## config.mk

```make
export PLATFORM = sky130hd
export DESIGN_NAME = cal_regkeeper
export DESIGN_NICKNAME = d
export VERILOG_FILES = /design/src/rtl/cal_pkg.sv /design/src/rtl/cal_commit.sv /design/src/rtl/cal_time_cnt.sv /design/src/rtl/cal_date_cnt.sv /design/src/rtl/cal_regkeeper.sv
export SDC_FILE = /design/constraint.sdc
export NUM_CORES = 1
export LEC_CHECK = 0
export CORE_MARGIN = 2
export CORE_UTILIZATION = 53
export CTS_CLUSTER_SIZE = 10
export DETAILED_ROUTE_END_ITERATION = 16
export PLACE_DENSITY = 0.86
export SETUP_SLACK_MARGIN = 0.02
export SYNTH_ARGS = -nofsm -noshare
export SYNTH_HDL_FRONTEND = slang
export SYNTH_SLANG_ARGS = --single-unit
```

## constraint.sdc

```tcl
create_clock -name clk -period 3.17 [get_ports clk]
set_clock_uncertainty 0.2 [all_clocks]
set_input_delay 0.4755 -clock clk [delete_from_list [all_inputs] [get_ports clk]]
set_output_delay 0.4755 -clock clk [all_outputs]
set_load 0.03 [all_outputs]
```

## src/rtl/cal_pkg.sv

```systemverilog
// Package: shared field widths, register offsets and the month length rule
// for the calendar register keeper.
// Assumes: months are one-based (1..12); out-of-range months fall back to 31 days.
package cal_pkg;
    localparam int unsigned SEC_W = 6;
    localparam int unsigned MIN_W = 6;
    localparam int unsigned HR_W  = 5;
    localparam int unsigned DAY_W = 5;
    localparam int unsigned MON_W = 4;
    localparam int unsigned HMS_W = SEC_W + MIN_W + HR_W;

    // Bit positions the driver side depends on
    localparam int unsigned TBUSY_BIT = 8;
    localparam int unsigned DBUSY_BIT = 7;
    localparam int unsigned MIN_POS   = 8;
    localparam int unsigned HR_POS    = 16;
    localparam int unsigned MON_POS   = 8;
    localparam int unsigned YEAR_POS  = 16;

    typedef struct packed {
        logic [HR_W-1:0]  hr;
        logic [MIN_W-1:0] mn;
        logic [SEC_W-1:0] sc;
    } hms_t;

    // Number of days in a month, given the stored leap flag
    function automatic logic [DAY_W-1:0] month_len(input logic [MON_W-1:0] mon,
                                                   input logic leap);
        logic [DAY_W-1:0] len;
        case (mon)
            4'd2:                   len = leap ? 5'd29 : 5'd28;
            4'd4, 4'd6, 4'd9, 4'd11: len = 5'd30;
            default:                len = 5'd31;
        endcase
        return len;
    endfunction
endpackage

```

## src/rtl/cal_commit.sv

```systemverilog
// Module: cal_commit
// Holds a software-written value in a shadow register and releases it to the
// counters after a fixed number of cycles; busy_o stays high for that window.
// Assumes: LAT >= 1; a start while busy is dropped without touching the shadow.
module cal_commit #(
    parameter int unsigned W   = 17,
    parameter int unsigned LAT = 4
) (
    input  logic         clk,
    input  logic         rst_n,
    input  logic         start_i,
    input  logic [W-1:0] data_i,
    output logic         busy_o,
    output logic         load_o,
    output logic [W-1:0] data_o
);
    localparam int unsigned CNT_W = $clog2(LAT + 1);
    localparam logic [CNT_W-1:0] CNT_INIT = CNT_W'(LAT);
    localparam logic [CNT_W-1:0] CNT_LAST = CNT_W'(1);

    logic [CNT_W-1:0] cnt_q;
    logic [W-1:0]     shadow_q;

    // Countdown and shadow capture; a start is accepted only when idle
    always_ff @(posedge clk) begin
        if (!rst_n) begin
            cnt_q    <= '0;
            shadow_q <= '0;
        end else if (start_i && (cnt_q == '0)) begin
            cnt_q    <= CNT_INIT;
            shadow_q <= data_i;
        end else if (cnt_q != '0) begin
            cnt_q <= cnt_q - CNT_LAST;
        end
    end

    assign busy_o = (cnt_q != '0);
    assign load_o = (cnt_q == CNT_LAST);
    assign data_o = shadow_q;

    // a start during a pending commit leaves the shadow untouched
    p_drop_when_busy_r8: assert property (@(posedge clk) disable iff (!rst_n)
        (start_i && busy_o) |=> $stable(shadow_q));

    // the load cycle ends the busy window
    p_busy_ends_r5: assert property (@(posedge clk) disable iff (!rst_n)
        load_o |=> !busy_o);

    // busy only rises in response to a start
    p_busy_cause_r5: assert property (@(posedge clk) disable iff (!rst_n)
        $rose(busy_o) |-> $past(start_i));
endmodule

```

## src/rtl/cal_time_cnt.sv

```systemverilog
// Module: cal_time_cnt
// Hours/minutes/seconds counter. It advances on tick_i and raises day_carry_o
// when the tick wraps 23:59:59. A load takes priority over a tick in the same cycle.
// Assumes: tick_i is a single-cycle pulse synchronous to clk.
module cal_time_cnt
    import cal_pkg::*;
(
    input  logic clk,
    input  logic rst_n,
    input  logic tick_i,
    input  logic load_i,
    input  hms_t load_val_i,
    output hms_t hms_o,
    output logic day_carry_o
);
    localparam logic [SEC_W-1:0] SEC_MAX = 6'd59;
    localparam logic [MIN_W-1:0] MIN_MAX = 6'd59;
    localparam logic [HR_W-1:0]  HR_MAX  = 5'd23;

    hms_t cur_q;
    logic sec_wrap, min_wrap, hr_wrap;

    // Wrap detection for each field
    always_comb begin
        sec_wrap = (cur_q.sc >= SEC_MAX);
        min_wrap = (cur_q.mn >= MIN_MAX);
        hr_wrap  = (cur_q.hr >= HR_MAX);
    end

    // Counter update: load first, then the tick with a ripple carry
    always_ff @(posedge clk) begin
        if (!rst_n) begin
            cur_q <= '0;
        end else if (load_i) begin
            cur_q <= load_val_i;
        end else if (tick_i) begin
            if (sec_wrap) begin
                cur_q.sc <= '0;
                if (min_wrap) begin
                    cur_q.mn <= '0;
                    cur_q.hr <= hr_wrap ? '0 : cur_q.hr + 5'd1;
                end else begin
                    cur_q.mn <= cur_q.mn + 6'd1;
                end
            end else begin
                cur_q.sc <= cur_q.sc + 6'd1;
            end
        end
    end

    assign hms_o       = cur_q;
    assign day_carry_o = tick_i && !load_i && sec_wrap && min_wrap && hr_wrap;

    // a tick at second 59 wraps seconds to zero
    p_sec_wrap_r9: assert property (@(posedge clk) disable iff (!rst_n)
        (tick_i && !load_i && cur_q.sc == SEC_MAX) |=> (cur_q.sc == '0));

    // without a tick or a load the time holds
    p_hold_r7: assert property (@(posedge clk) disable iff (!rst_n)
        (!tick_i && !load_i) |=> $stable(cur_q));

    // the day carry only comes from the last second of the day
    p_carry_r9: assert property (@(posedge clk) disable iff (!rst_n)
        day_carry_o |=> (cur_q == '0));
endmodule

```

## src/rtl/cal_date_cnt.sv

```systemverilog
// Module: cal_date_cnt
// Day/month/year counter with a leap flag written by software. It advances one
// day on adv_i. A load takes priority over the advance in the same cycle.
// Assumes: the leap flag is owned by software and is never changed by rollover.
module cal_date_cnt
    import cal_pkg::*;
#(
    parameter int unsigned YEAR_W = 8
) (
    input  logic              clk,
    input  logic              rst_n,
    input  logic              adv_i,
    input  logic              load_i,
    input  logic [DAY_W-1:0]  load_day_i,
    input  logic [MON_W-1:0]  load_mon_i,
    input  logic [YEAR_W-1:0] load_year_i,
    input  logic              load_leap_i,
    output logic [DAY_W-1:0]  day_o,
    output logic [MON_W-1:0]  mon_o,
    output logic [YEAR_W-1:0] year_o,
    output logic              leap_o
);
    localparam logic [MON_W-1:0]  MON_LAST = 4'd12;
    localparam logic [YEAR_W-1:0] YEAR_ONE = YEAR_W'(1);

    logic [DAY_W-1:0]  day_q;
    logic [MON_W-1:0]  mon_q;
    logic [YEAR_W-1:0] year_q;
    logic              leap_q;
    logic              month_end;

    // Last day of the current month, given the stored leap flag
    assign month_end = (day_q >= month_len(mon_q, leap_q));

    // Calendar update: load first, then a one-day advance
    always_ff @(posedge clk) begin
        if (!rst_n) begin
            day_q  <= 5'd1;
            mon_q  <= 4'd1;
            year_q <= '0;
            leap_q <= 1'b0;
        end else if (load_i) begin
            day_q  <= load_day_i;
            mon_q  <= load_mon_i;
            year_q <= load_year_i;
            leap_q <= load_leap_i;
        end else if (adv_i) begin
            if (month_end) begin
                day_q <= 5'd1;
                if (mon_q >= MON_LAST) begin
                    mon_q  <= 4'd1;
                    year_q <= year_q + YEAR_ONE;
                end else begin
                    mon_q <= mon_q + 4'd1;
                end
            end else begin
                day_q <= day_q + 5'd1;
            end
        end
    end

    assign day_o  = day_q;
    assign mon_o  = mon_q;
    assign year_o = year_q;
    assign leap_o = leap_q;

    // the end of December rolls to January
    p_year_roll_r11: assert property (@(posedge clk) disable iff (!rst_n)
        (adv_i && !load_i && month_end && mon_q == MON_LAST) |=> (mon_q == 4'd1));

    // an advance at the end of the month restarts at day 1
    p_day_restart_r10: assert property (@(posedge clk) disable iff (!rst_n)
        (adv_i && !load_i && month_end) |=> (day_q == 5'd1));

    // the leap flag only changes through a load
    p_leap_sticky_r11: assert property (@(posedge clk) disable iff (!rst_n)
        !load_i |=> $stable(leap_q));
endmodule

```

## src/rtl/cal_regkeeper.sv

```systemverilog
// Module: cal_regkeeper (top)
// Register file around the time and date counters: decodes writes into two
// commit units, exposes both busy flags and muxes the read data.
// Assumes: word offsets 0x0 control, 0x4 date, 0x8 time; reads are combinational.
module cal_regkeeper
    import cal_pkg::*;
#(
    parameter int unsigned YEAR_W     = 8,
    parameter int unsigned COMMIT_LAT = 4,
    parameter int unsigned ADDR_W     = 4
) (
    input  logic              clk,
    input  logic              rst_n,
    input  logic              tick_i,
    input  logic              bus_we_i,
    input  logic [ADDR_W-1:0] bus_addr_i,
    input  logic [31:0]       bus_wdata_i,
    output logic [31:0]       bus_rdata_o
);
    localparam int unsigned LEAP_POS = YEAR_POS + YEAR_W;
    localparam int unsigned DATE_W   = 1 + YEAR_W + MON_W + DAY_W;
    localparam logic [ADDR_W-1:0] CTRL_OFF = ADDR_W'(0);
    localparam logic [ADDR_W-1:0] DATE_OFF = ADDR_W'(4);
    localparam logic [ADDR_W-1:0] TIME_OFF = ADDR_W'(8);

    logic              time_wr, date_wr;
    hms_t              time_in, time_sh, hms_cur;
    logic [DATE_W-1:0] date_in, date_sh;
    logic              time_busy, time_load, date_busy, date_load, day_carry;
    logic [DAY_W-1:0]  day_cur;
    logic [MON_W-1:0]  mon_cur;
    logic [YEAR_W-1:0] year_cur;
    logic              leap_cur;

    // Write decode and field extraction from the packed bus words
    always_comb begin
        time_wr    = bus_we_i && (bus_addr_i == TIME_OFF);
        date_wr    = bus_we_i && (bus_addr_i == DATE_OFF);
        time_in.sc = bus_wdata_i[SEC_W-1:0];
        time_in.mn = bus_wdata_i[MIN_POS +: MIN_W];
        time_in.hr = bus_wdata_i[HR_POS +: HR_W];
        date_in    = {bus_wdata_i[LEAP_POS], bus_wdata_i[YEAR_POS +: YEAR_W],
                      bus_wdata_i[MON_POS +: MON_W], bus_wdata_i[DAY_W-1:0]};
    end

    cal_commit #(.W(HMS_W), .LAT(COMMIT_LAT)) time_commit_i (
        .clk     (clk),
        .rst_n   (rst_n),
        .start_i (time_wr),
        .data_i  (time_in),
        .busy_o  (time_busy),
        .load_o  (time_load),
        .data_o  (time_sh)
    );

    cal_commit #(.W(DATE_W), .LAT(COMMIT_LAT)) date_commit_i (
        .clk     (clk),
        .rst_n   (rst_n),
        .start_i (date_wr),
        .data_i  (date_in),
        .busy_o  (date_busy),
        .load_o  (date_load),
        .data_o  (date_sh)
    );

    cal_time_cnt time_cnt_i (
        .clk         (clk),
        .rst_n       (rst_n),
        .tick_i      (tick_i),
        .load_i      (time_load),
        .load_val_i  (time_sh),
        .hms_o       (hms_cur),
        .day_carry_o (day_carry)
    );

    cal_date_cnt #(.YEAR_W(YEAR_W)) date_cnt_i (
        .clk         (clk),
        .rst_n       (rst_n),
        .adv_i       (day_carry),
        .load_i      (date_load),
        .load_day_i  (date_sh[DAY_W-1:0]),
        .load_mon_i  (date_sh[DAY_W +: MON_W]),
        .load_year_i (date_sh[DAY_W+MON_W +: YEAR_W]),
        .load_leap_i (date_sh[DATE_W-1]),
        .day_o       (day_cur),
        .mon_o       (mon_cur),
        .year_o      (year_cur),
        .leap_o      (leap_cur)
    );

    // Read mux over the three words; unmapped offsets read zero
    always_comb begin
        bus_rdata_o = '0;
        case (bus_addr_i)
            CTRL_OFF: begin
                bus_rdata_o[TBUSY_BIT] = time_busy;
                bus_rdata_o[DBUSY_BIT] = date_busy;
            end
            DATE_OFF: begin
                bus_rdata_o[DAY_W-1:0]           = day_cur;
                bus_rdata_o[MON_POS +: MON_W]    = mon_cur;
                bus_rdata_o[YEAR_POS +: YEAR_W]  = year_cur;
                bus_rdata_o[LEAP_POS]            = leap_cur;
            end
            TIME_OFF: begin
                bus_rdata_o[SEC_W-1:0]       = hms_cur.sc;
                bus_rdata_o[MIN_POS +: MIN_W] = hms_cur.mn;
                bus_rdata_o[HR_POS +: HR_W]   = hms_cur.hr;
            end
            default: ;
        endcase
    end

    // a time commit never disturbs a pending date commit
    p_indep_r12: assert property (@(posedge clk) disable iff (!rst_n)
        (time_load && date_busy && !date_load) |=> date_busy);

    // a date load is followed by the shadow value on the counters
    p_date_load_r6: assert property (@(posedge clk) disable iff (!rst_n)
        date_load |=> (day_cur == $past(date_sh[DAY_W-1:0])));
endmodule

```

### Word-level counts from Yosys, hierarchy flattened

Index checks and enable logic that the tools add are counted.

* add/sub/neg operators: 8
* magnitude comparators: 5
* equality and inequality tests: 9
* multiplexer cells: 32
* bitwise gates (word level): 1
* reduce and logical (&&, ||, !) cells: 29

Operators with widths (number)
* 2-to-1 mux 17 bit: 2
* 2-to-1 mux 8 bit: 4
* one-hot mux 5 bit (2 select lines): 3
* 2-to-1 mux 5 bit: 5
* 2-to-1 mux 4 bit: 5
* nonzero test 2 bit: 8
* adder 6 x 1 -> 6 bit (second input constant): 2
* equality test 4 x 3 -> 1 bit (second input constant): 3
* equality test 4 bit (second input constant): 3
* >= comparator 6 bit (second input constant): 2
* 2-to-1 mux 3 bit: 4
* 2-to-1 mux 6 bit: 2
* 2-to-1 mux 11 bit: 1
* adder 5 x 1 -> 5 bit (second input constant): 2
* adder 8 x 1 -> 8 bit (second input constant): 1
* logical AND 1 bit: 8
* equality test 3 x 1 -> 1 bit (second input constant): 2
* logical NOT 3 bit: 2
* one-hot mux 3 bit (2 select lines): 1
* AND reduction 3 bit: 2
* nonzero test 3 bit: 2
* subtractor 3 x 1 -> 3 bit (second input constant): 2
* >= comparator 5 bit: 1
* >= comparator 5 bit (second input constant): 1
* 12 further kinds: 16

* flip-flop bits (word level): 76
* input bits: 40
* output and inout bits: 32

### Longest topological paths before layout

Gate-level depths: netlist (run 1).

* depth after elaboration: 8
* depth in mapped cells: 12

### Hierarchy

From an unflattened synthesis (run 1), not the netlist that was laid out.

* cell total of the unflattened synthesis: 519
* area, all modules: 4453.0 um2

Modules (own cells, without submodules)
* cal_date_cnt: times used 1, cells each 146, area each 1164.9 um2, sequential area each 360.3 um2
* cal_time_cnt: times used 1, cells each 132, area each 1038.5 um2, sequential area each 340.3 um2
* cal_commit (date_commit_i): times used 1, cells each 101, area each 959.7 um2, sequential area each 420.4 um2
* cal_commit (time_commit_i): times used 1, cells each 97, area each 925.9 um2, sequential area each 400.4 um2
* cal_regkeeper: times used 1, cells each 43, area each 364.1 um2, sequential area each 0.0 um2

### Worst setup path after synthesis (run 1)

No wires, ideal clock.

* path kind: flip-flop to flip-flop
* start point: register date_cnt_i.mon_q[0] (netlist: date_cnt_i.mon_o[0])
* end point: register date_cnt_i.year_q[5] (netlist: date_cnt_i.year_o[5])
* library setup time: 123 ps
* arrival: 2523 ps
* required time: 2847 ps
* path slack: 324 ps
* cell stages (with the launch flop): 13
* clock period less this slack: 2846 ps
* cells stage by stage: dfxtp_1 > inv_1 > ha_1 > o21ai_0 > o21ai_0 > o21ai_0 > ha_1 > or3b_2 > nand4_1 > clkbuf_1 > nor2_1 > a211oi_1 > nor3b_1

* word-level cells in the longest chain between the ends: 6

Ends and longest elaborated chain
* start: declaration: line cal_date_cnt.sv:27 `logic [MON_W-1:0] mon_q;`
* start signal: assignment: line cal_date_cnt.sv:44 `mon_q <= load_mon_i;`
* start signal: assignment: line cal_date_cnt.sv:54 `mon_q <= mon_q + 4'd1;`
* equality test 4 x 3 -> 1 bit / equality test 4 bit (equally long branches): line cal_pkg.sv:30 `case (mon)`
* OR reduction 4 bit: line cal_pkg.sv:30
* one-hot mux 5 bit (2 select lines): line cal_pkg.sv:30
* >= comparator 5 bit: line cal_date_cnt.sv:33 `assign month_end = (day_q >= month_len(mon_q, leap_q));`
* nonzero test 2 bit (no line)
* AND reduction 3 bit (no line) (*)
* end signal: assignment: line cal_date_cnt.sv:45 `year_q <= load_year_i;`
* end signal: assignment: line cal_date_cnt.sv:52 `year_q <= year_q + YEAR_ONE;`
* end: declaration: line cal_date_cnt.sv:28 `logic [YEAR_W-1:0] year_q;`

Every way passes the cells marked *; elsewhere a longest branch is shown, timed or not.
A chain may end at the register's enable or synchronous reset.

### Worst setup path after layout (run 1)

* start point: register date_cnt_i.mon_q[0] (netlist: date_cnt_i.mon_o[0])
* end point: register date_cnt_i.mon_q[0] (netlist: date_cnt_i.mon_o[0])

* word-level cells in the longest chain between the ends: 6

Ends and longest elaborated chain (line)
* equality test 4 x 3 -> 1 bit / equality test 4 bit (equally long branches): cal_pkg.sv:30
* OR reduction 4 bit: cal_pkg.sv:30
* one-hot mux 5 bit (2 select lines): cal_pkg.sv:30
* >= comparator 5 bit: cal_date_cnt.sv:33
* nonzero test 2 bit (no line)
* AND reduction 2 bit (no line)

Several ways; a longest one is shown, not always the timed one. The select of a mux whose other input is x is not followed.

==> impl_metrics.py, run 1 <==
metrics = {
    "status": {
        "outcome": "completed",
    },
    "route": {
        "via_per_inst": 5.967,
        "antenna_left": 0,
        "wire_per_inst_um": 15.68,
        "first_iter_violations": 240,
        "num_vias": 3932,
        "totalWireLength_um": 10330,
        "first_pass_iters": 5,
        "drcViolationCount": 0,
    },
    "min_path": {
        "min_to": "time_commit_i.data_o[4]",
        "hold_class": "flip-flop to flip-flop",
        "worstHoldStart": "time_commit_i.data_o[4]",
        "whs_path_depth": 2,
    },
    "cells_and_area": {
        "fin_nets": 612,
        "design_area_sq_mm": 0.004761,
        "num_antenna_cells": 0,
        "drive_gt1_share_pct": 11.79,
        "syn_to_final_growth_pct": 18.28,
        "nFillCells": 651,
        "fin_util_pct": 65.29,
    },
    "clocking": {
        "cts_hold_buf": 0,
        "cts_tree": "done",
        "clk_pin_slew_ps": 70,
        "worst_skew_pair.late_latency_ps": 350,
        "cts.sinks": 76,
        "clockBufferDepth": 2,
        "root_buffer": "clkbuf_8",
        "h-tree-depth": 3,
        "cts_buffers": 9,
    },
    "grt": {
        "grt_pass1_wl_um": 16750,
        "grt.met2_usage_pct": 41.79,
        "grtUsageTotal_pct": 24.94,
        "grt_max_degree": 37,
        "grt_pass1_vias": 3637,
        "gr-total-overflow": 0,
        "grt_util_met1_pct": 31.12,
        "antenna_found_initial": 0,
        "busiest_layer": "met2",
        "use_met3_pct": 5.228,
    },
    "setup_path": {
        "r2r-end": "date_cnt_i.mon_o[0]",
        "cp_max_fo": 7,
        "reg2reg_slack_ps": 230,
        "cp-end-kind": "flip-flop",
        "cpMaxStageDelayCell": "or3b_2",
        "crit_required_ps": 3230,
        "cp-start-kind": "flip-flop",
        "slowest_delay_ps": 470,
        "worstPathArrival_ps": 3000,
        "worstRegToRegCells": 12,
        "criticalPathCategory": "flip-flop to flip-flop",
        "worstPathCellList": "inv_1 -> ha_1 -> o21ai_0 -> o21ai_0 -> o21ai_1 -> ha_1 -> or3b_2 -> nand4_1 -> buf_4 -> nor3_1 -> and3_1 -> o31ai_1",
        "critical-path-top-delay-family": "simple AND/OR/NAND/NOR gates",
        "worst-path-buf-inv": 2,
        "r2r-start": "date_cnt_i.mon_o[0]",
    },
    "pwr": {
        "powerDensity_mw_per_mm2": 630.5,
        "p_leak_nw": 1.791,
        "ir_worst_vdd_uv": 345.2,
    },
    "sta": {
        "worst_pin_slew_ps": 981.7,
        "hold_slack_ps": 252.0,
        "rsz0062_at_grt": "no",
        "setup_viol": 0,
        "fin_crit_ps": 2936,
        "fin_crit_sh_pct": 92.63,
        "clock.fmax_mhz": 340.6,
        "final-max-slew-violation-count": 0,
        "finalWorstSetupSlack_ps": 233.8,
        "tns_ps": 0,
        "final-hold-violation-count": 0,
        "slew_headroom_pct": 34.56,
    },
    "die": {
        "dieWidth_um": 91.15,
        "die-area_sq_mm": 0.008307,
        "fp-row-count": 31,
        "design.core.area_sq_mm": 0.007292,
        "ios": 72,
        "initial_core_util_pct": 55.20,
        "dieHeight_um": 91.15,
    },
    "logic_synthesis": {
        "syn-cell-area_sq_mm": 0.004025,
        "ys_seq_area_share_pct": 37.80,
        "yosys_warnings": 0,
        "synth-edff-count": 0,
        "synth_cell_types": 53,
        "avgSynthCellArea_sq_um": 7.862,
        "ys_async_sr_fraction_pct": 0,
        "syn_inst": 512,
        "synthFlopType": "dfxtp_1",
        "ys_seq_elements": 76,
    },
    "placement": {
        "dp_hpwl_um": 7188,
        "placed_area_sq_mm": 0.004548,
        "routabilityCongestion": 0.8864,
        "io_buffer_count": 50,
        "dp_slack_ps": 144.8,
    },
    "flow_run": {
        "drv_cap": 0,
    },
}
per-stage QoR:
step | cells | power, mW
2_1_floorplan | 521 | 1.994
3_3_place_gp | 642 | 2.186
3_5_place_dp | 642 | 2.241
4_1_cts | 658 | 2.999
5_1_grt | 659 | 3.194
6_report | 659 | 3.002
worst max-delay path by stage:
stage / start / to / slack (ps) / depth (start not counted)
after global placement: date_cnt_i.mon_o[0] / date_cnt_i.mon_o[0] / 250 / 12
final: date_cnt_i.mon_o[0] / date_cnt_i.mon_o[0] / 230 / 12
after floorplan: date_cnt_i.mon_o[0] / date_cnt_i.year_o[5] / 320 / 12
after detailed placement: date_cnt_i.mon_o[0] / date_cnt_i.mon_o[0] / 140 / 12
after global routing: date_cnt_i.mon_o[0] / date_cnt_i.mon_o[0] / 30 / 12
after CTS: date_cnt_i.mon_o[0] / date_cnt_i.mon_o[0] / 120 / 12
cells by family after synthesis:
kind of cell               count (synthesis)  share of synthesized area (%)
AOI/OAI and AO/OA                        151                          23.31
xor gates and xnor gates                   5                          1.088
adders and majority gates                 17                          5.284
buffers and inverters                     57                          6.310
DFF                                       76                          37.80
muxes                                      5                          1.243
other                                      1                        0.09317
and+or+nand+nor                          200                          24.87
layout by cell type, fill, tap and decap left out, types with 8 or more instances in the layout:
cell type	count
nand3_1	16
a22o_1	13
a31oi_1	16
and2_1	9
ha_1	17
nand2_1	88
dfxtp_1	74
inv_1	13
o21ai_0	37
clkdlybuf4s50_1	29
nand4_1	9
nor2_1	30
conb_1	10
clkbuf_8	11
buf_4	37
a211oi_1	8
a21oi_1	51
cell usage after synthesis, drive strengths merged, types with 3 or more instances:
master  number  area, sq um
a31oi       16        100.1
or2          3        18.77
nand2       88        330.3
nor3b        4        30.03
dfxtp       76         1521
ha          17        212.7
a21o         4        30.03
buf         12        85.08
clkbuf      31        116.4
nand2b       4        25.02
a221oi       3        26.28
or3          4        25.02
o21ai       38        190.2
nand3       16        80.08
a211oi       8        60.06
a21oi       51        255.2
and3         8        55.05
inv         13        48.80
a22o        13        113.9
nand4       10        77.57
nor3         6        30.03
nor2b        6        37.54
and2         9        56.30
nor4         3        33.78
o31ai        3        22.52
nor2        31        118.9
xnor2        5        43.79
mux2i        5        50.05
worst min-delay path: cells and delay by family (launching register included):
family          cells  cell delay [ps]
simple gates        1               50
compound gates      1               50
flops               1              310
per-layer routing:
metal | share of wire, % | vias up
li1 | - | 1884
met1 | 42 | 1860
met2 | 49 | 164
met3 | 6.5 | 24
met4 | 2.4 | 0
met5 | 0 | -
power by group:
| part | internal [mW] | switching [mW] | total [mW] |
|---|---|---|---|
| clock network | 0.404 | 0.356 | 0.761 |
| registers | 1.13 | 0.238 | 1.37 |
| logic | 0.368 | 0.502 | 0.870 |
state kept, by name, indices dropped and copies added, names as in the netlist:
name,flops
time_commit_i.data_o,17
date_cnt_i.year_o,8
date_commit_i.data_o,18
date_cnt_i.day_o,5
date_commit_i.cnt_q,3
time_cnt_i.hms_o,17
date_cnt_i.mon_o,4
time_commit_i.cnt_q,3
date_cnt_i.leap_o,1
layout make-up:
cell class	instances	area [sq um]	area share, %
multi-input cells	388	2290	48.09
flip-flops and latches	76	1524	32.01
repair buffers	66	568.0	11.93
clock buffers	12	155.1	3.259
well taps	99	123.9	2.602
inverters	14	52.55	1.104
clock inverters	4	47.55	0.9987
timing repair:
action                                  4_1_cts  5_1_grt
buffers inserted                              0        1
gates resized for setup                       0        3
endpoints found under the hold margin         0        0
endpoints found under the setup margin        0       12
Power figures use the tool's default switching activity.
==> run 2: changes to the inputs <==
--- a/config.mk
+++ b/config.mk
@@ -5,6 +5,7 @@
 export SDC_FILE = /design/constraint.sdc
 export NUM_CORES = 1
 export LEC_CHECK = 0
+export ABC_AREA = 1
 export CORE_MARGIN = 2
 export CORE_UTILIZATION = 53
 export CTS_CLUSTER_SIZE = 10
==> impl_metrics.py, run 2 <==
metrics = {
    "status": {
        "outcome": "completed",
    },
    "logic_synthesis": {
        "syn_inst": 590,
        "yosys_warnings": 0,
        "synth_top_family_by_area": "simple AND/OR/NAND/NOR gates",
        "synthXorXnorAreaFrac_pct": 2.992,
        "synth_cell_types": 38,
        "yosysMostFrequentCell": "nand2_1",
        "synth.area.top_cells": "dfxtp_1 (37%), nand2_1 (10%), o21ai_0 (8.5%)",
        "synthSimpleGateAreaFrac_pct": 26.99,
        "synthAdderAreaFrac_pct": 5.191,
        "ys_seq_elements": 76,
        "synth_mux_area_share_pct": 0,
        "synth_commonest_cells": "nand2_1 (110), nor2_1 (85), dfxtp_1 (76)",
        "synth-edff-count": 0,
        "synth-compound-area-share_pct": 17.13,
        "ys_seq_area_share_pct": 37.13,
        "synthFlopType": "dfxtp_1",
        "avgSynthCellArea_sq_um": 6.945,
        "syn-cell-area_sq_mm": 0.004098,
        "ys_async_sr_fraction_pct": 0,
        "synth_top_area_share_pct": 37.13,
        "yosysTopAreaCell": "dfxtp_1",
    },
    "cells_and_area": {
        "multiInputGateArea_sq_mm": 0.002181,
        "stdcell_count": 741,
        "seq_area_sq_mm": 0.001521,
        "final_cell_mix": "nand2_1 (110), nor2_1 (85), dfxtp_1 (76)",
        "final_common_cell": "nand2_1",
        "design_area_sq_mm": 0.004881,
        "fin_nets": 691,
        "nFillCells": 652,
        "drive_gt1_share_pct": 7.668,
        "fin_util_pct": 64.16,
        "syn_to_final_growth_pct": 19.11,
        "num_antenna_cells": 0,
        "largest_reg_flops": 18,
    },
    "sta": {
        "setup_viol": 0,
        "fin_crit_ps": 3030,
        "fin_crit_sh_pct": 95.58,
        "tns_ps": 0,
        "clock.fmax_mhz": 330.1,
        "final-max-slew-violation-count": 0,
        "rsz0062_at_grt": "no",
        "slew_headroom_pct": 62.65,
        "final-hold-violation-count": 0,
        "worst_pin_slew_ps": 556.8,
    },
    "grt": {
        "grt_util_met1_pct": 31.39,
        "antenna_found_initial": 0,
        "grt_pass1_vias": 3796,
        "gr-total-overflow": 0,
        "grt_pass1_wl_um": 17070,
        "grtUsageTotal_pct": 25.15,
        "grt.met2_usage_pct": 43.01,
        "busiest_layer": "met2",
        "use_met3_pct": 6.081,
        "grt_max_degree": 59,
    },
    "min_path": {
        "hold_class": "flip-flop to flip-flop",
    },
    "setup_path": {
        "worstRegToRegCells": 13,
        "cp_max_fo": 13,
        "crit_top_cell": "clkdlybuf4s50_1",
        "cp-start-kind": "input pin",
        "critical-path-top-delay-family": "buffers and inverters",
        "worstPathCellList": "clkdlybuf4s50_1 -> nor2_2 -> nand3_2 -> o221ai_1 -> clkdlybuf4s50_1",
        "reg2reg_slack_ps": 390,
        "criticalPathCategory": "input pin to primary output",
        "worst-path-buf-inv": 2,
        "worstPathArrival_ps": 2350,
        "crit_end": "bus_rdata_o[8]",
        "critical_path.startpoint": "bus_addr_i[1]",
        "slowest_delay_ps": 720,
        "crit_required_ps": 2490,
        "r2r-end": "date_cnt_i.year_o[1]",
        "cp-end-kind": "primary output",
        "cpMaxStageDelayCell": "clkdlybuf4s50_1",
        "r2r-start": "date_cnt_i.mon_o[0]",
        "path_depth": 5,
    },
    "route": {
        "via_per_inst": 5.432,
        "totalWireLength_um": 10320,
        "first_pass_iters": 5,
        "drcViolationCount": 0,
        "antenna_left": 0,
        "wire_per_inst_um": 13.93,
        "first_iter_violations": 260,
        "num_vias": 4025,
    },
    "die": {
        "dieWidth_um": 91.93,
        "design.core.area_sq_mm": 0.007607,
        "fp-row-count": 32,
        "initial_core_util_pct": 53.87,
        "ios": 72,
        "dieHeight_um": 91.93,
        "die-area_sq_mm": 0.008451,
    },
    "placement": {
        "dp_cells": 725,
        "placed_area_sq_mm": 0.004616,
        "io_buffer_count": 50,
        "dp_hpwl_um": 7282,
        "routabilityCongestion": 0.8589,
    },
    "clocking": {
        "root_buffer": "clkbuf_8",
        "cts_buffers": 9,
        "cts_resized": 0,
        "h-tree-depth": 3,
        "post_cts_buffers": 0,
        "cts_hold_buf": 0,
        "cts_tree": "done",
        "cts.sinks": 76,
        "clockBufferDepth": 2,
        "clk_pin_slew_ps": 70,
        "worst_skew_pair.late_latency_ps": 360,
    },
    "flow_run": {
        "drv_cap": 0,
    },
    "pwr": {
        "ir_worst_vdd_uv": 445.7,
        "p_leak_nw": 2.097,
        "powerDensity_mw_per_mm2": 625.1,
    },
}
[run 2: final cells by class]
cell class / instances / share of cell area [%]
inverters: 66 / 5.076
flip-flops and latches: 76 / 31.17
multi-input cells: 425 / 44.68
well taps: 102 / 2.615
clock inverters: 4 / 2.461
clock buffers: 12 / 2.974
repair buffers: 56 / 11.02
[run 2: routing by layer]
| metal | part of all wire (%) | wire length [um] |
|---|---|---|
| met5 | 0 | 0 |
| met3 | 8.1 | 841 |
| met2 | 49 | 5009 |
| met4 | 1.3 | 132 |
| met1 | 42 | 4338 |
[run 2: cells by family (layout without fill, tap and decap cells)]
kind of cell | count (synthesis) | in the layout
buffers and inverters | 98 | 138
AO/OA/AOI/OAI | 132 | 132
XOR/XNOR | 14 | 14
adder cells (fa/ha/maj) | 17 | 17
other | 1 | 10
flip-flops | 76 | 76
AND/OR/NAND/NOR | 252 | 252
[run 2: worst min path at each step]
stage                                   from                        to  slack [ps]  cells past startpoint
finish              date_commit_i.data_o[15]  date_commit_i.data_o[15]         260                      2
global route        date_commit_i.data_o[10]  date_commit_i.data_o[10]         280                      2
CTS                  date_commit_i.data_o[9]   date_commit_i.data_o[9]         250                      2
detailed placement   date_commit_i.data_o[9]   date_commit_i.data_o[9]         240                      2
global placement     date_commit_i.data_o[9]   date_commit_i.data_o[9]         240                      2
floorplan           date_commit_i.data_o[10]  date_commit_i.data_o[10]         220                      2
[run 2: tightest hold or removal path: cells and delay by family (launching register included)]
family                 cells  cell delay [ps]
buffers and inverters      1               60
AOI/OAI and AO/OA          1               60
DFF                        1              300
[run 2: per-stage QoR]
| step | setup slack, ps | power [mW] | hold slack [ps] |
|---|---|---|---|
| after global placement | 153.4 | 2.017 | 238.8 |
| after CTS | 144.2 | 3.051 | 254.3 |
| after floorplan | 809.5 | 1.852 | 224.6 |
| after detailed placement | 138.5 | 2.067 | 242.7 |
| after global routing | 50.35 | 3.232 | 277.9 |
| final | 140.2 | 3.051 | 256.4 |
[run 2: power breakdown]
group	total (mW)	leakage (nW)	switching [mW]	internal [mW]
registers	1.18	0.616	0.105	1.07
logic	0.893	1.35	0.597	0.296
clock network	0.982	0.131	0.357	0.625
total	3.05	2.10	1.06	1.99
